$ cat config.mk
export PLATFORM = sky130hd
export DESIGN_NAME = far_xlat
export DESIGN_NICKNAME = d
export VERILOG_FILES = /design/src/rtl/far_xlat_pkg.sv /design/src/rtl/far_xlat_decode.sv /design/src/rtl/far_xlat_seq.sv /design/src/rtl/far_xlat_stack.sv /design/src/rtl/far_xlat.sv
export SDC_FILE = /design/constraint.sdc
export NUM_CORES = 1
export LEC_CHECK = 0
export ABC_CLOCK_PERIOD_IN_PS = 4100
export CAP_MARGIN = 5
export CORE_MARGIN = 10
export CORE_UTILIZATION = 40
export DETAILED_ROUTE_END_ITERATION = 7
export HOLD_SLACK_MARGIN = 0.15
export PLACE_DENSITY = 0.66
export SLEW_MARGIN = 0
export SYNTH_ARGS = -nofsm -noshare
export SYNTH_HDL_FRONTEND = slang
export SYNTH_HIERARCHICAL = 1
export SYNTH_SLANG_ARGS = --single-unit
export TNS_END_PERCENT = 30
$ cat constraint.sdc
create_clock -name clk -period 4.1 [get_ports clk]
set_input_delay 0.82 -clock clk [delete_from_list [all_inputs] [get_ports clk]]
set_output_delay 0.82 -clock clk [all_outputs]
set_load 0.1 [all_outputs]
$ cat src/rtl/far_xlat_pkg.sv
package far_xlat_pkg;
    localparam int BYTE_W  = 8;
    localparam int PAGE_W  = 3;
    localparam int LOW_W   = 5;

    localparam logic [LOW_W-1:0]  LOW_FJMP  = 5'b00001;
    localparam logic [LOW_W-1:0]  LOW_FCALL = 5'b10001;
    localparam logic [BYTE_W-1:0] OPC_LJMP  = 8'h02;
    localparam logic [BYTE_W-1:0] OPC_LCALL = 8'h12;
    localparam logic [BYTE_W-1:0] OPC_RET   = 8'h22;
    localparam logic [BYTE_W-1:0] OPC_RETI  = 8'h32;

    typedef enum logic [1:0] {
        K_PLAIN = 2'd0,
        K_FJMP  = 2'd1,
        K_FCALL = 2'd2,
        K_RET   = 2'd3
    } op_kind_e;

    typedef struct packed {
        op_kind_e              kind;
        logic [PAGE_W-1:0]     page;
    } op_info_t;

    function automatic op_info_t classify(input logic [BYTE_W-1:0] b);
        op_info_t r;
        r.page = b[BYTE_W-1 -: PAGE_W];
        if (b[LOW_W-1:0] == LOW_FJMP)
            r.kind = K_FJMP;
        else if (b[LOW_W-1:0] == LOW_FCALL)
            r.kind = K_FCALL;
        else if (b == OPC_RET || b == OPC_RETI)
            r.kind = K_RET;
        else
            r.kind = K_PLAIN;
        return r;
    endfunction
endpackage

$ cat src/rtl/far_xlat_decode.sv
module far_xlat_decode
    import far_xlat_pkg::*;
(
    input  logic              fetch_vld,
    input  logic              fetch_first,
    input  logic [BYTE_W-1:0] mem_data,
    output op_info_t          info,
    output logic [BYTE_W-1:0] core_data
);
    logic opc_cycle;

    assign opc_cycle = fetch_vld & fetch_first;

    always_comb begin
        info = classify(mem_data);
        if (!opc_cycle)
            info.kind = K_PLAIN;
    end

    always_comb begin
        unique case (info.kind)
            K_FJMP:  core_data = OPC_LJMP;
            K_FCALL: core_data = OPC_LCALL;
            default: core_data = mem_data;
        endcase
    end
endmodule

$ cat src/rtl/far_xlat_seq.sv
module far_xlat_seq
    import far_xlat_pkg::*;
(
    input  logic              clk,
    input  logic              rst,
    input  logic              fetch_vld,
    input  logic              fetch_first,
    input  op_info_t          info,
    output logic              done,
    output logic              done_call,
    output logic [PAGE_W-1:0] hold
);
    localparam logic [1:0] ADDR_BYTES = 2'd2;

    logic [1:0] pend_cnt;
    logic       pend_call;

    assign done      = fetch_vld & ~fetch_first & (pend_cnt == 2'd1);
    assign done_call = done & pend_call;

    always_ff @(posedge clk) begin
        if (rst) begin
            pend_cnt  <= '0;
            pend_call <= 1'b0;
            hold      <= '0;
        end else if (fetch_vld && fetch_first) begin
            if (info.kind == K_FJMP || info.kind == K_FCALL) begin
                pend_cnt  <= ADDR_BYTES;
                pend_call <= (info.kind == K_FCALL);
                hold      <= info.page;
            end else begin
                pend_cnt  <= '0;
                pend_call <= 1'b0;
            end
        end else if (fetch_vld && pend_cnt != 2'd0) begin
            pend_cnt <= pend_cnt - 2'd1;
        end
    end
endmodule

$ cat src/rtl/far_xlat_stack.sv
module far_xlat_stack #(
    parameter int DEPTH = 64,
    parameter int W     = 3
) (
    input  logic         clk,
    input  logic         rst,
    input  logic         push,
    input  logic         pop,
    input  logic [W-1:0] din,
    output logic [W-1:0] top,
    output logic         full,
    output logic         empty
);
    localparam int CW = $clog2(DEPTH);

    logic [W-1:0]  mem [DEPTH];
    logic [CW:0]   cnt;
    logic [CW-1:0] top_idx;
    logic [CW-1:0] wr_idx;

    assign top_idx = CW'(cnt - 1'b1);
    assign wr_idx  = cnt[CW-1:0];
    assign full    = (cnt == (CW+1)'(DEPTH));
    assign empty   = (cnt == '0);
    assign top     = mem[top_idx];

    always_ff @(posedge clk) begin
        if (push && !full)
            mem[wr_idx] <= din;
    end

    always_ff @(posedge clk) begin
        if (rst)
            cnt <= '0;
        else if (push && !full)
            cnt <= cnt + 1'b1;
        else if (pop && !empty)
            cnt <= cnt - 1'b1;
    end
endmodule

$ cat src/rtl/far_xlat.sv
module far_xlat
    import far_xlat_pkg::*;
#(
    parameter int STACK_DEPTH = 64
) (
    input  logic              clk,
    input  logic              rst,
    input  logic              fetch_vld,
    input  logic              fetch_first,
    input  logic              irq_vec,
    input  logic [BYTE_W-1:0] mem_data,
    output logic [BYTE_W-1:0] core_data,
    output logic [PAGE_W-1:0] page_ext,
    output logic              ovf_err,
    output logic              unf_err
);
    op_info_t          info;
    logic              done, done_call;
    logic [PAGE_W-1:0] hold;
    logic              push, pop;
    logic [PAGE_W-1:0] stk_top;
    logic              stk_full, stk_empty;

    far_xlat_decode u_dec (
        .fetch_vld   (fetch_vld),
        .fetch_first (fetch_first),
        .mem_data    (mem_data),
        .info        (info),
        .core_data   (core_data)
    );

    far_xlat_seq u_seq (
        .clk         (clk),
        .rst         (rst),
        .fetch_vld   (fetch_vld),
        .fetch_first (fetch_first),
        .info        (info),
        .done        (done),
        .done_call   (done_call),
        .hold        (hold)
    );

    assign push = done_call | irq_vec;
    assign pop  = (info.kind == K_RET);

    far_xlat_stack #(.DEPTH(STACK_DEPTH), .W(PAGE_W)) u_stk (
        .clk   (clk),
        .rst   (rst),
        .push  (push),
        .pop   (pop),
        .din   (page_ext),
        .top   (stk_top),
        .full  (stk_full),
        .empty (stk_empty)
    );

    always_ff @(posedge clk) begin
        if (rst) begin
            page_ext <= '0;
            ovf_err  <= 1'b0;
            unf_err  <= 1'b0;
        end else begin
            if (done)
                page_ext <= hold;
            else if (pop && !stk_empty)
                page_ext <= stk_top;
            if (push && stk_full)
                ovf_err <= 1'b1;
            if (pop && stk_empty)
                unf_err <= 1'b1;
        end
    end
endmodule

==> key figures, run 1 <==
Routing
  – Highest layer used for signal routing: met4
  – Met3 wire length: 1413 µm
  – Antenna violation net count after detailed routing: 0
  – WL/cell: 20.68 µm
  – Number of iterations in the first detailed-routing pass: 5
  – Ratio of routed vias to standard cells: 5.550
  – Detail Route met2 WL: 10,120 µm
  – # DRC: 0
  – Number of DRC markers in iteration 0: 567
  – Metal-1 WL: 8364 µm
  – Via total after detailed routing: 5,450
  – Total wire length: 20,310 µm

Synth
  – Share of the yosys chip area belonging to registers: 0.6661
  – Ys Warns: 6
  – Avg Synthesized Cell Area: 13.95 µm²
  – Number of synthesized register bits: 210
  – Fraction of the mapped netlist area in adder cells: 0.009524
  – Share of the synthesized area in compound gates (AO/OA/AOI/OAI): 0.05197
  – Largest family of logic cells by synthesized area: simple AND/OR/NAND/NOR gates
  – Post-synthesis cell count: 659
  – Proportion of synthesized area in mux cells: 0.1056
  – Synthesized cell area: 9196 µm²
  – Top FF cell, synth: edfxtp_1
  – Async S/R FF share, synth: 0
  – Number of synthesized flops with an enable pin: 192
  – Number of unique standard cell types used by synthesis: 59
  – Count leader, synth: edfxtp_1
  – Ranking of synthesized cells by area: edfxtp_1 63%, mux4_2 6.4%, dfxtp_1 3.9%, nor2_1 3.9%, nand2_1 3.7%
  – Post-Syn Nets: 679
  – Cell taking the most area after synthesis: edfxtp_1
  – Most frequent cells after synthesis: 192 x edfxtp_1, 96 x nor2_1, 90 x nand2_1
  – Parity-gate share of the synthesized area counting xor and xnor cells: 0.009660
  – Post-Synth Simple-Gate Area: 0.1248
  – Synth top area share: 0.6269

Clocking
  – Count of H-tree levels built during CTS: 1
  – Number of hold-repair buffers added at the cts stage: 0
  – Post-CTS clock slew at the launch and capture registers of the worst setup and hold paths: 0.06 ns
  – TritonCTS clock tree: yes
  – CTS Root Cell: clkbuf_16
  – Buffer depth of the longest clock path: 3
  – Post-CTS Setup Inserts: 0
  – Post-CTS sizing: 0
  – Clock latency of the later-clocked register in the worst-skew pair: 0.49 ns
  – CTS sink count: 210
  – Number of clock buffers inserted by TritonCTS: 21

Floorplan
  – Initial Utilization: 0.4062
  – Core box area: 22,640 µm²
  – Total die area: 29,460 µm²
  – Count of boundary I/O pins: 26
  – Floorplan row count: 55
  – Die span in x: 171.6 µm
  – Die outline height: 171.6 µm

Layout
  – Final Cell Area: 10,420 µm²
  – Layout overhead on the synthesized area: 13.29%
  – Proportion of layout cells with a drive suffix above 1: 0.1463
  – Antenna diodes: 0
  – Final core area utilization: 0.4602
  – Nets: 703

Timing
  – Final critical delay including setup and external delays: 3.719 ns
  – RSZ-0062 raised after global routing: no
  – Hold violation total from the final report: 0
  – Max-Slew Margin vs Limit: 0.3470
  – Worst Tran Pin Value: 0.9765 ns
  – Crit share post-route: 0.9072
  – Final slew viol count: 0
  – Post-Route Hold Slack: 0.4679 ns
  – Clock tree skew after final layout: 0.01027 ns
  – FMAX: 268.9 MHz
  – Sum of negative setup slack: 0 ns
  – Setup-violating endpoint count in the final report: 0

Critical path
  – Critical Path End Type: output pin
  – Critical Path, Cell by Cell: clkdlybuf4s50_1, nor4_1, nand4b_1, a21o_1, ha_1, mux2_2, buf_12
  – Crit-path max FO: 8
  – Critical path class: input port to output pin
  – Sort of element at the start of the critical path: input port
  – Critical path required time: 3.28 ns
  – Standard cell with the maximum stage delay on the critical path: clkdlybuf4s50_1
  – Data arrival at the endpoint of the critical path: 2.90 ns
  – Delay of the slowest critical-path stage: 0.46 ns

Power
  – Pleak: 0.003726 µW
  – Power per Cell Area: 476.3 nW/µm²
  – VDD IR-drop max: 0.3542 mV

Global routing
  – Final global-route overflow total: 0
  – Global-route wire length before repair: 31,750 µm
  – GRT Overall Usage: 0.1398
  – Antenna violations before repair: 0
  – Via count of the first global-routing pass: 5,544
  – Largest net degree at the start of global routing: 65

Job
  – # Max-Cap Violations: 0

Place
  – Last weighted congestion value of the routability-driven placer: 0.8603
  – Post-place instance area: 9791 µm²
  – Number of port buffers: 25
  – Detail Placement HPWL: 13,000 µm

Run status
  – Result of the run: complete, no violations

Hold path
  – Worst hold-check path type: flip-flop to flip-flop
## per-layer routing
metal / track usage / up-vias
met5: 0 / -
met4: 0.03781 / 0
met3: 0.02773 / 30
met2: 0.2380 / 191
met1: 0.1774 / 2712
li1: - / 2517
## cell families (layout without fill, tap and decap cells)
group           after synthesis  after routing
compound gates               69             69
xor+xnor                      8              8
fa+ha+maj                     7              7
buf+inv                      52             90
flops                       210            210
mux                          56             56
simple gates                257            257
## flip-flops by register name, indices dropped and copies added (netlist names)
name,cells
u_seq/pend_cnt,2
page_ext,3
ovf_err,1
u_seq/hold,3
unf_err,1
u_stk/cnt,7
u_seq/pend_call,1
u_stk/mem,192
## cell usage in the layout (no fill, tap or decap), types with 7 or more instances in the layout
cell             instances
buf_12                  10
ha_1                     7
and2_1                   8
a31oi_1                  8
edfxtp_1               192
o22ai_1                  7
clkdlybuf4s50_1         14
nand3_1                 24
mux4_2                  26
clkbuf_16               21
buf_4                   16
dfxtp_1                 14
a21oi_1                 16
nand2_1                 90
inv_1                   12
nor2_1                  96
mux2i_1                 19
nor3_1                   8
a211oi_1                 7
## power breakdown
group	internal, µW	switching (µW)
clock network	1020	748
registers	2320	19.8
logic	342	509
## critical path: cells and delay by family
kind | cells | cell delay, ns
buffers and inverters | 2 | 0.63
and+or+nand+nor | 2 | 0.49
muxes | 1 | 0.39
adders and majority gates | 1 | 0.38
AOI/OAI and AO/OA | 1 | 0.20
## path summary, 6_finish.rpt
kind | slack (ns) | start | cells after the start | end
worst max-delay path | 0.38 | mem_data[3] | 7 | core_data[4]
worst min-delay path | 0.47 | u_seq/pend_call$_SDFFE_PP0P_ | 2 | u_seq/pend_call$_SDFFE_PP0P_
worst max register to register | 0.68 | u_stk/cnt[1]$_SDFFE_PP0P_ | 12 | page_ext[2]$_SDFFE_PP0P_
worst min register to register | 0.47 | u_seq/pend_call$_SDFFE_PP0P_ | 2 | u_seq/pend_call$_SDFFE_PP0P_
## cell type report
cell class,count,area [µm²]
clock buffers,27,558.0
clock inverters,10,70.07
fillers,1944,12220
inverters,13,62.56
multi-input cells,397,2780
flip-flops and latches,210,6131
well taps,285,356.6
repair buffers,40,460.4
## metrics by stage
stage	cells	power (µW)	worst slack (ns)
after CTS	982	4991	0.3944
final	982	4962	0.3805
after global placement	945	3220	0.4105
after detailed placement	945	3231	0.3905
after global routing	982	5157	0.3040
after floorplan	659	3003	0.6364
Power figures use the tool's default switching activity.
==> inputs of run 2 (changes only) <==
--- a/config.mk
+++ b/config.mk
@@ -12,6 +12,7 @@
 export DETAILED_ROUTE_END_ITERATION = 7
 export HOLD_SLACK_MARGIN = 0.15
 export PLACE_DENSITY = 0.66
+export RECOVER_POWER = 100
 export SLEW_MARGIN = 0
 export SYNTH_ARGS = -nofsm -noshare
 export SYNTH_HDL_FRONTEND = slang
==> run 2 against run 1 <==
  * The flow now finishes with violations (capacitance limit, slew limit)
  * Sequential power barely moved
  * Sequential cell count did not move
  * Hold slack improved by 0.0010 ns
  * Combinational power fell by 0.8%
  * Die area did not move
  * Clock-buffer cell count did not move
  * Maximum frequency fell by 3.3%
  * Global-route usage did not move
  * Design area fell by 0.60%
  * First-iteration DRC count rose by 6.9%
  * Utilization fell by 0.28 points
  * Sequential share of layout area rose by 0.32 points
  * Critical path type unchanged
  * Largest power group unchanged
  * Highest routed layer unchanged
==> key figures, run 2 (same netlist as run 1, synthesis figures left out) <==
Run status
  – Result of the run: finished with violations
  – Violated checks: capacitance limit, slew limit

Layout
  – Area used by sequential logic in the layout: 6127 µm²
  – Cell Count, Final, Fillers Out: 982
  – Largest registers in the final layout: u_stk/mem: 192 flops, u_stk/cnt: 7 flops
  – Proportion of layout cells with a drive suffix above 1: 0.1277
  – Biggest register: u_stk/mem
  – Antenna diodes: 0
  – Commonest non-fill, non-tap cell in the layout: edfxtp_1
  – Commonest cells after routing, fill and taps aside: 192 x edfxtp_1, 96 x nor2_1, 90 x nand2_1
  – Nets: 703
  – Final Cell Area: 10,360 µm²
  – Layout overhead on the synthesized area: 12.61%
  – Multi-input logic area: 2775 µm²
  – Max FFs per register: 192
  – Number of filler instances in the final layout: 1,949
  – Final core area utilization: 0.4574

Critical path
  – Critical Path End Type: output pin
  – Critical Path, Cell by Cell: dlygate4sd3_1, nor4_1, nand4b_1, a21oi_1, ha_1, nand2b_1, clkbuf_2
  – Crit-path max FO: 8
  – Critical path class: input port to output pin
  – Critical path required time: 3.28 ns
  – Data arrival at the endpoint of the critical path: 3.03 ns
  – Sort of element at the start of the critical path: input port
  – Delay of the slowest critical-path stage: 0.58 ns
  – Standard cell with the maximum stage delay on the critical path: dlygate4sd3_1

Routing
  – Via total after detailed routing: 5,475
  – Antenna violation net count after detailed routing: 0
  – WL/cell: 20.76 µm
  – Ratio of routed vias to standard cells: 5.575
  – Number of iterations in the first detailed-routing pass: 5
  – Number of DRC markers in iteration 0: 606
  – Total wire length: 20,380 µm
  – # DRC: 0

Power
  – Sequential Power Share: 0.473
  – Internal power of the cells: 3680 µW
  – Clock power share: 0.357
  – Power share of the combinational group: 0.170
  – VDD IR-drop max: 0.3547 mV
  – Net load switching power: 1277 µW
  – Power per Cell Area: 478.6 nW/µm²
  – Switch share: 0.2576
  – Pleak: 0.003688 µW

Global routing
  – Antenna violations before repair: 0
  – GRT met2 Usage: 0.2380
  – Via count of the first global-routing pass: 5,544
  – Global-route wire length before repair: 31,750 µm
  – Largest net degree at the start of global routing: 65
  – Layer with the highest usage: met2
  – Global Route met1 Usage: 0.1774
  – GRT Overall Usage: 0.1398
  – Met3 track demand over resource in global routing: 0.02773
  – Final global-route overflow total: 0

Timing
  – FMAX: 259.9 MHz
  – Final critical delay including setup and external delays: 3.848 ns
  – Final slew viol count: 103
  – Max-Slew Margin vs Limit: -0.8895
  – Clock tree skew after final layout: 0.009658 ns
  – Worst Tran Pin Value: 2.834 ns
  – Setup-violating endpoint count in the final report: 0
  – Least setup slack across all paths after layout: 0.2525 ns
  – RSZ-0062 raised after global routing: no
  – Hold violation total from the final report: 0
  – Crit share post-route: 0.9384
  – Sum of negative setup slack: 0 ns

Clocking
  – Post-CTS clock slew at the launch and capture registers of the worst setup and hold paths: 0.06 ns
  – Number of clock buffers inserted by TritonCTS: 21
  – Post-CTS Setup Inserts: 0
  – CTS Root Cell: clkbuf_16
  – CTS sink count: 210
  – TritonCTS clock tree: yes
  – Buffer depth of the longest clock path: 3
  – Number of hold-repair buffers added at the cts stage: 0
  – Count of H-tree levels built during CTS: 1
  – Clock latency of the later-clocked register in the worst-skew pair: 0.49 ns
  – Post-CTS sizing: 0

Hold path
  – Worst hold-check path type: flip-flop to flip-flop

Floorplan
  – Core box area: 22,640 µm²
  – Count of boundary I/O pins: 26
  – Initial Utilization: 0.4062
  – Die span in x: 171.6 µm
  – Die outline height: 171.6 µm
  – Floorplan row count: 55
  – Total die area: 29,460 µm²

Place
  – Detail Placement HPWL: 13,000 µm
  – Post-place instance area: 9791 µm²
  – Instance count after placement with tap cells included: 945
  – Post-placement worst setup slack: 0.3905 ns
  – Last weighted congestion value of the routability-driven placer: 0.8603
  – Number of port buffers: 25

Job
  – # Max-Cap Violations: 2
-- run 2: worst paths after layout --
kind	slack, ns	cells after the start	end	start
worst min-delay path	0.47	2	u_seq/pend_call$_SDFFE_PP0P_	u_seq/pend_call$_SDFFE_PP0P_
worst max-delay path	0.25	7	core_data[1]	mem_data[3]
worst max register to register	0.62	12	page_ext[1]$_SDFFE_PP0P_	u_stk/cnt[1]$_SDFFE_PP0P_
worst min register to register	0.47	2	u_seq/pend_call$_SDFFE_PP0P_	u_seq/pend_call$_SDFFE_PP0P_
-- run 2: power groups by stage --
stage | logic, µW | clock network (µW) | registers [µW]
2_1_floorplan | 625 | 0 | 2380
3_3_place_gp | 832 | 0 | 2390
3_5_place_dp | 841 | 0 | 2390
4_1_cts | 847 | 1800 | 2340
5_1_grt | 907 | 1900 | 2350
6_report | 844 | 1770 | 2340
-- run 2: per-layer routing --
metal,vias up,wire length (µm),part of all wire
li1,2518,-,-
met1,2724,8387,0.41
met2,203,10090,0.49
met3,30,1496,0.073
met4,0,412,0.020
met5,-,0,0
-- run 2: critical path, delay by kind of cell --
kind | cells | cell delay, ns
AO/OA/AOI/OAI | 1 | 0.24
AND/OR/NAND/NOR | 3 | 0.58
adder cells (fa/ha/maj) | 1 | 0.34
buffers and inverters | 2 | 1.03
-- run 2: final cells by class --
cell class	count	area share
multi-input cells	397	0.2680
repair buffers	40	0.03927
inverters	13	0.006041
clock buffers	27	0.05388
flip-flops and latches	210	0.5916
clock inverters	10	0.006766
well taps	285	0.03443
-- run 2: through the flow --
stage	power [µW]	hold WS (ns)
final	4957	0.4690
after global routing	5151	0.5189
after CTS	4991	0.4670
after detailed placement	3231	0.4577
after global placement	3220	0.4521
after floorplan	3003	0.4257
